===== config.mk =====
export PLATFORM = sky130hd
export DESIGN_NAME = bitplane_xpose
export DESIGN_NICKNAME = d
export VERILOG_FILES = /design/src/rtl/bitplane_xpose.sv
export SDC_FILE = /design/constraint.sdc
export NUM_CORES = 1
export LEC_CHECK = 0
export BUFFER_PORTS_ARGS = -buffer_cell sky130_fd_sc_hd__buf_4
export CAP_MARGIN = 10
export CORE_MARGIN = 2
export CORE_UTILIZATION = 50
export CTS_CLUSTER_SIZE = 8
export DETAILED_ROUTE_END_ITERATION = 16
export PLACE_DENSITY_LB_ADDON = 0.1
export SETUP_SLACK_MARGIN = 0.2
export SYNTH_ARGS = -nofsm -noshare
export SYNTH_HDL_FRONTEND = slang
export SYNTH_SLANG_ARGS = --single-unit
export TNS_END_PERCENT = 100

===== constraint.sdc =====
create_clock -name clk -period 2.5 [get_ports clk]
set_clock_uncertainty 0.15 [all_clocks]
set_input_delay 0.375 -clock clk [delete_from_list [all_inputs] [get_ports clk]]
set_output_delay 0.375 -clock clk [all_outputs]
set_load 0.05 [all_outputs]

===== src/rtl/bitplane_xpose.sv =====
module bitplane_xpose #(
  parameter int NCHAN   = 32,
  parameter int NPLANES = 14,
  parameter int VAL_W   = 16
) (
  input  logic                       clk,
  input  logic                       rst_n,
  input  logic                       frame_new,
  output logic                       fb_rd_en,
  output logic [$clog2(NCHAN)-1:0]   fb_rd_addr,
  input  logic [VAL_W-1:0]           fb_rd_data,
  output logic                       pl_wr_en,
  output logic [$clog2(NPLANES)-1:0] pl_wr_addr,
  output logic [NCHAN-1:0]           pl_wr_data,
  output logic                       busy,
  output logic                       done
);
  localparam int AW  = $clog2(NCHAN);
  localparam int PW  = $clog2(NPLANES);
  localparam int CW  = $clog2(NCHAN + 1) > PW ? $clog2(NCHAN + 1) : PW;
  localparam int OFS = VAL_W - NPLANES;

  typedef enum logic [1:0] {S_IDLE, S_READ, S_WRITE, S_DONE} state_t;

  state_t          state;
  logic [CW-1:0]   cnt;
  logic            pending;
  logic            cap_v;
  logic [AW-1:0]   cap_idx;
  logic [NCHAN-1:0] acc [NPLANES];
  logic            start;

  assign start      = (state == S_IDLE) && pending;
  assign fb_rd_en   = (state == S_READ) && (cnt < CW'(NCHAN));
  assign fb_rd_addr = cnt[AW-1:0];
  assign pl_wr_en   = (state == S_WRITE);
  assign pl_wr_addr = cnt[PW-1:0];
  assign pl_wr_data = acc[cnt[PW-1:0]];
  assign busy       = (state != S_IDLE);
  assign done       = (state == S_DONE);

  always_ff @(posedge clk) begin
    if (!rst_n) begin
      state   <= S_IDLE;
      cnt     <= '0;
      pending <= 1'b0;
    end else begin
      if (frame_new)  pending <= 1'b1;
      else if (start) pending <= 1'b0;
      case (state)
        S_IDLE:
          if (pending) begin
            state <= S_READ;
            cnt   <= '0;
          end
        S_READ:
          if (cnt == CW'(NCHAN)) begin
            state <= S_WRITE;
            cnt   <= '0;
          end else begin
            cnt <= cnt + 1'b1;
          end
        S_WRITE:
          if (cnt == CW'(NPLANES - 1)) begin
            state <= S_DONE;
            cnt   <= '0;
          end else begin
            cnt <= cnt + 1'b1;
          end
        default: state <= S_IDLE;
      endcase
    end
  end

  always_ff @(posedge clk) begin
    if (!rst_n) begin
      cap_v   <= 1'b0;
      cap_idx <= '0;
    end else begin
      cap_v   <= fb_rd_en;
      cap_idx <= fb_rd_addr;
    end
  end

  always_ff @(posedge clk) begin
    if (cap_v) begin
      for (int p = 0; p < NPLANES; p++)
        acc[p][cap_idx] <= fb_rd_data[p + OFS];
    end
  end


  idle_after_reset_chk: assert property (@(posedge clk)
    $rose(rst_n) |-> !busy && !fb_rd_en && !pl_wr_en);


  rd_addr_step_chk: assert property (@(posedge clk) disable iff (!rst_n)
    fb_rd_en && $past(fb_rd_en) |-> fb_rd_addr == $past(fb_rd_addr) + 1'b1);


  rd_first_addr_chk: assert property (@(posedge clk) disable iff (!rst_n)
    $rose(fb_rd_en) |-> fb_rd_addr == '0);


  wr_addr_step_chk: assert property (@(posedge clk) disable iff (!rst_n)
    pl_wr_en && $past(pl_wr_en) |-> pl_wr_addr == $past(pl_wr_addr) + 1'b1);


  rd_wr_excl_chk: assert property (@(posedge clk) disable iff (!rst_n)
    !(fb_rd_en && pl_wr_en));


  done_after_write_chk: assert property (@(posedge clk) disable iff (!rst_n)
    $rose(done) |-> $past(pl_wr_en) && $past(pl_wr_addr) == PW'(NPLANES - 1));


  done_single_chk: assert property (@(posedge clk) disable iff (!rst_n)
    done |=> !done && !busy);


  start_needs_flag_chk: assert property (@(posedge clk) disable iff (!rst_n)
    $rose(busy) |-> $past(pending));
endmodule


; After elaboration in Yosys (flattened, before gate mapping)
; Memories as Yosys holds them, arrays and structs flattened. A register that Yosys moved wholly into a read port is not among the register bits.
; Cells that the tools add are included.
[op_classes]
div_mod_pow = 0
bitwise_logic = 0
n_eq_ne = 8
magnitude_cmp = 3
muxes = 16
mul = 0
add_sub_neg = 1
shift = 0
reduce_logical = 9
[op_table]
columns = operator, n
row1 = 32-bit two-way mux, 1
row2 = 6-bit two-way mux, 3
row3 = 6-bit one-hot mux with 3 select lines, 1
row4 = 4-bit two-way mux, 2
row5 = "6-bit by 1-bit adder with 6-bit output, second input constant", 1
row6 = "6-bit by 4-bit equality test with 1-bit output, second input constant", 1
row7 = "6-bit equality test, second input constant", 1
row8 = "5-bit by 6-bit less-than comparator with 1-bit output, second input constant", 1
row9 = "6-bit less-than comparator, second input constant", 1
row10 = 2-bit two-way mux, 3
row11 = 2-bit one-hot mux with 3 select lines, 1
row12 = 1-bit demux with 5-bit select, 1
row13 = "5-bit by 1-bit >= comparator with 1-bit output, second input constant", 1
row14 = "2-bit equality test, second input constant", 2
row15 = 1-bit two-way mux, 4
row16 = "2-bit by 1-bit != test with 1-bit output, second input constant", 2
row17 = 2-bit nonzero test, 2
row18 = 1-bit logical AND, 3
row19 = 3-bit AND reduction, 1
row20 = 3-bit nonzero test, 1
row21 = "2-bit by 1-bit equality test with 1-bit output, second input constant", 1
row22 = 2-bit logical NOT, 1
row23 = "2-bit != test, second input constant", 1
row24 = 2-bit AND reduction, 1
[word_totals]
reg_bits = 15
word_cells = 43
out_inout_bits = 45
n_memories = 1
mem_bits_rw = 448
latchBits = 0
in_bits = 19
rom_bits = 0
[memory_table]
columns = memory, depth, word_bits, read_ports, rd_ports_with_merged_regs, wr, line
row1 = acc, 14, 32, 1, 1, 14, 30  ; logic [NCHAN-1:0] acc [NPLANES];

; Depth between registers and ports, before layout
[logic_depth]
ltp_word = 5
mapped_depth = 7
ltp_nobuf = 6

; Least setup slack after synthesis
; OpenSTA, ideal clock, no wires.
[synth_timing]
path_kind = reg2out
start = register with a tool-made name
end = output port pl_wr_data[10]
path_buffers = 3
required_ps = 1975
stages_incl_launch_ff = 6
arrival_ps = 1864
path_slack_ps = 111
cell_sequence = dfxtp_1 -> buf_2 -> buf_4 -> clkbuf_1 -> mux4_2 -> mux4_2
[synth_lines]
columns = item, line
row1 = end: declaration, 14  ; output logic [NCHAN-1:0] pl_wr_data,

==> flow_summary_export.csv <==
group,metric,value,unit
synth,synth_area_leaders,"edfxtp_1 75%, mux4_2 16%, dfxtp_1 2.1%",
grt,grt_usage,0.211,
worst_setup_path,crit_slowest_cell,"mux4_2",
placed_design,place.gp.congestion,0.727,
worst_setup_path,critical_path_class,"register to output port",
synth,netlist.area_leader.share,0.749,
grt,grt_pass1_wl,57300,µm
grt,grt_max_degree,36,
synth,synth_top_area_cell,"edfxtp_1",
grt,grt_pass1_vias,9057,
worst_setup_path,path_cells,"buf_12, buf_12, buf_16, mux4_2, mux4_2, buf_6",
synth,synth_flop_cell,"edfxtp_1",
synth,synth_cells,780,
clock_network,cts-buffers-inserted,68,
worst_setup_path,cp.arrival,2.54,ns
clock_network,clock-sinks,467,
clock_network,cts.clk_slew.worst_paths,0.05,ns
placed_design,portBuffers,61,
die,fp.dieArea,37500,µm²
placed_design,dp_hpwl,18900,µm
timing,tightest_slew,0.611,ns
die,die_h,194,µm
synth,synth-seq-cells,467,
layout,num-nets-final,975,
synth,syn-num-nets,807,
timing,finalHoldViolCount,0,
timing,worst_slack,-0.562,ns
layout,drive_above_1_share,0.399,
worst_setup_path,critPathMaxStageDelay,0.51,ns
synth,netlist_area,18000,µm²
layout,design_area,21800,µm²
clock_network,cts_tree,"done",
synth,yosysWarnings,0,
routing,drt_pass1_iterations,5,
outcome,violations,"setup timing",
die,std_cell_rows,69,
timing,layout_min_cycle_time,3.06,ns
synth,ys_seq_area_frac,0.770,
timing,slew_headroom,0.591,
job,maxCapViolations,0,
worst_setup_path,critPathTopFamily,"multiplexers",
worst_setup_path,critPathLaunchType,"register",
worst_setup_path,crit_fanout,6,
timing,holdWs,0.175,ns
synth,syn_area_per_cell,23.0,µm²
timing,fin_setup_tns,-16.24,ns
routing,via_per_inst,5.94,
layout,syn2layout_area_growth,21.5,%
layout,fill_cells,2465,
die,initial_utilization,0.506,
timing,rsz0062_at_grt,"true",
routing,drc_errors,0,
timing,drv_slew,0,
timing,period_share,1.22,
worst_setup_path,critPathCaptureType,"output port",
routing,ant_nets,0,
worst_setup_path,path_buf_inv,4,
routing,vias,8480,
synth,synthArstFlopShare,0,
routing,routed_wl,38800,µm
power,power_per_cell_area,1010,nW/µm²
clock_network,htree_levels,3,
timing,fmax,327,MHz
routing,drt_iter0_drc,657,
routing,wire_per_inst,27.2,µm
synth,synth_edf_count,448,
die,top_level_ports,64,
clock_network,clock_latency,0.55,ns
die,coreArea,35500,µm²
clock_network,cts_root_buffer,"clkbuf_16",
power,p_leak,7.00,nW
grt,grt-ovfl-total,0,
timing,setup_viol_count_final,32,
outcome,status,"finished, violations left",
grt,antenna_found_initial,1,
worst_hold_path,hold_class,"input port to register",
clock_network,clock_path_buffers,3,
synth,yosysUniqueCellTypes,31,
placed_design,dpl-instance-area,19300,µm²
die,die_x,194,µm
worst_setup_path,required,1.98,ns
power,vdd_ir_drop_max,753,µV
[final cells by class]
type | instances | area, µm² | share of cell area
sequential | 467 | 13800 | 0.634
multi-input combinational | 262 | 3840 | 0.176
inverter | 7 | 26.3 | 0.00120
clock buffer | 83 | 1820 | 0.0835
timing repair buffer | 142 | 1640 | 0.0750
tap | 461 | 577 | 0.0264
clock inverter | 5 | 80.1 | 0.00367
antenna | 1 | 2.50 | 0.000115
[Yosys cell counts (5+ instances only)]
library cell / count
edfxtp_1: 448
mux4_2: 128
nor2_1: 43
mux2_2: 32
dfxtp_1: 19
buf_4: 16
clkbuf_1: 14
buf_2: 9
ha_1: 8
inv_1: 7
nand2_1: 7
nand3b_1: 5
[where the power goes]
part	leakage (nW)	switching, mW	total (mW)	internal, mW
Combinational	1.89	2.47	5.22	2.75
Clock	0.926	3.00	8.15	5.15
Sequential	4.18	0.0930	8.79	8.69
[per-layer routing]
layer  share of wire  track usage  wire length, µm
met1            0.43        0.301            16700
met2            0.49        0.340            19200
met3           0.055       0.0347             2140
met4           0.020       0.0653              762
met5               0            0                0
[worst paths after layout]
path                              from                   end  slack, ns  depth (start not counted)
hold reg to reg   pending$_SDFFE_PN0P_  pending$_SDFFE_PN0P_       0.37                          2
hold / removal           fb_rd_data[6]   acc[4][1]$_DFFE_PP_       0.17                          1
setup reg to reg   cnt[0]$_SDFFE_PN0N_   cnt[0]$_SDFFE_PN0N_       0.46                          5
setup / recovery              register        pl_wr_data[26]      -0.56                          6
[cell usage in the layout, fill, tap and decap left out, types with 5 or more instances in the layout]
| cell type | synthesis | routed |
|---|---|---|
| buf_6 | 4 | 30 |
| dfxtp_1 | 19 | 15 |
| clkbuf_16 | 0 | 73 |
| mux2_2 | 32 | 32 |
| nand2_1 | 7 | 7 |
| nor2_1 | 43 | 43 |
| inv_1 | 7 | 7 |
| nand3b_1 | 5 | 5 |
| buf_12 | 0 | 14 |
| ha_1 | 8 | 8 |
| buf_4 | 16 | 79 |
| buf_16 | 0 | 9 |
| edfxtp_1 | 448 | 448 |
| mux4_2 | 128 | 128 |
| buf_8 | 0 | 5 |
| clkbuf_1 | 14 | 12 |
[stage by stage]
stage / util / setup WS [ns] / total power [mW] / instances
2_1_floorplan: - / 0.180 / 12.0 / 780
3_3_place_gp: 0.544 / -0.0163 / 13.1 / 1312
3_5_place_dp: 0.544 / -0.0347 / 13.1 / 1312
4_1_cts: 0.613 / -0.600 / 22.2 / 1422
5_1_grt: 0.615 / -0.635 / 22.9 / 1427
6_report: 0.615 / -0.562 / 22.2 / 1428
[registers in the layout (all words and copies together) (netlist names), named ones only]
register  count
state         2
acc         448
pending       1
cap_idx       5
cnt           6
cap_v         1
[timing repair]
action / CTS / global route
setup buffers: 13 / 3
hold buffers: 2 / 0
setup endpoints to repair: 32 / 32
hold endpoints to repair: 9 / 0
pin swaps: 0 / 0
resized for setup: 49 / 0
cloned: 7 / 2
[kinds of logic (layout without fill, tap and decap cells)]
logic type	Yosys count	in the layout	share of synthesized area
and+or+nand+nor	76	76	0.0201
xor gates and xnor gates	4	4	0.00195
DFF	467	467	0.770
muxes	162	162	0.182
AOI/OAI and AO/OA	12	12	0.00460
other	0	1	0
buffers and inverters	51	237	0.0163
adders and majority gates	8	8	0.00557
Power figures use the tool's default switching activity.
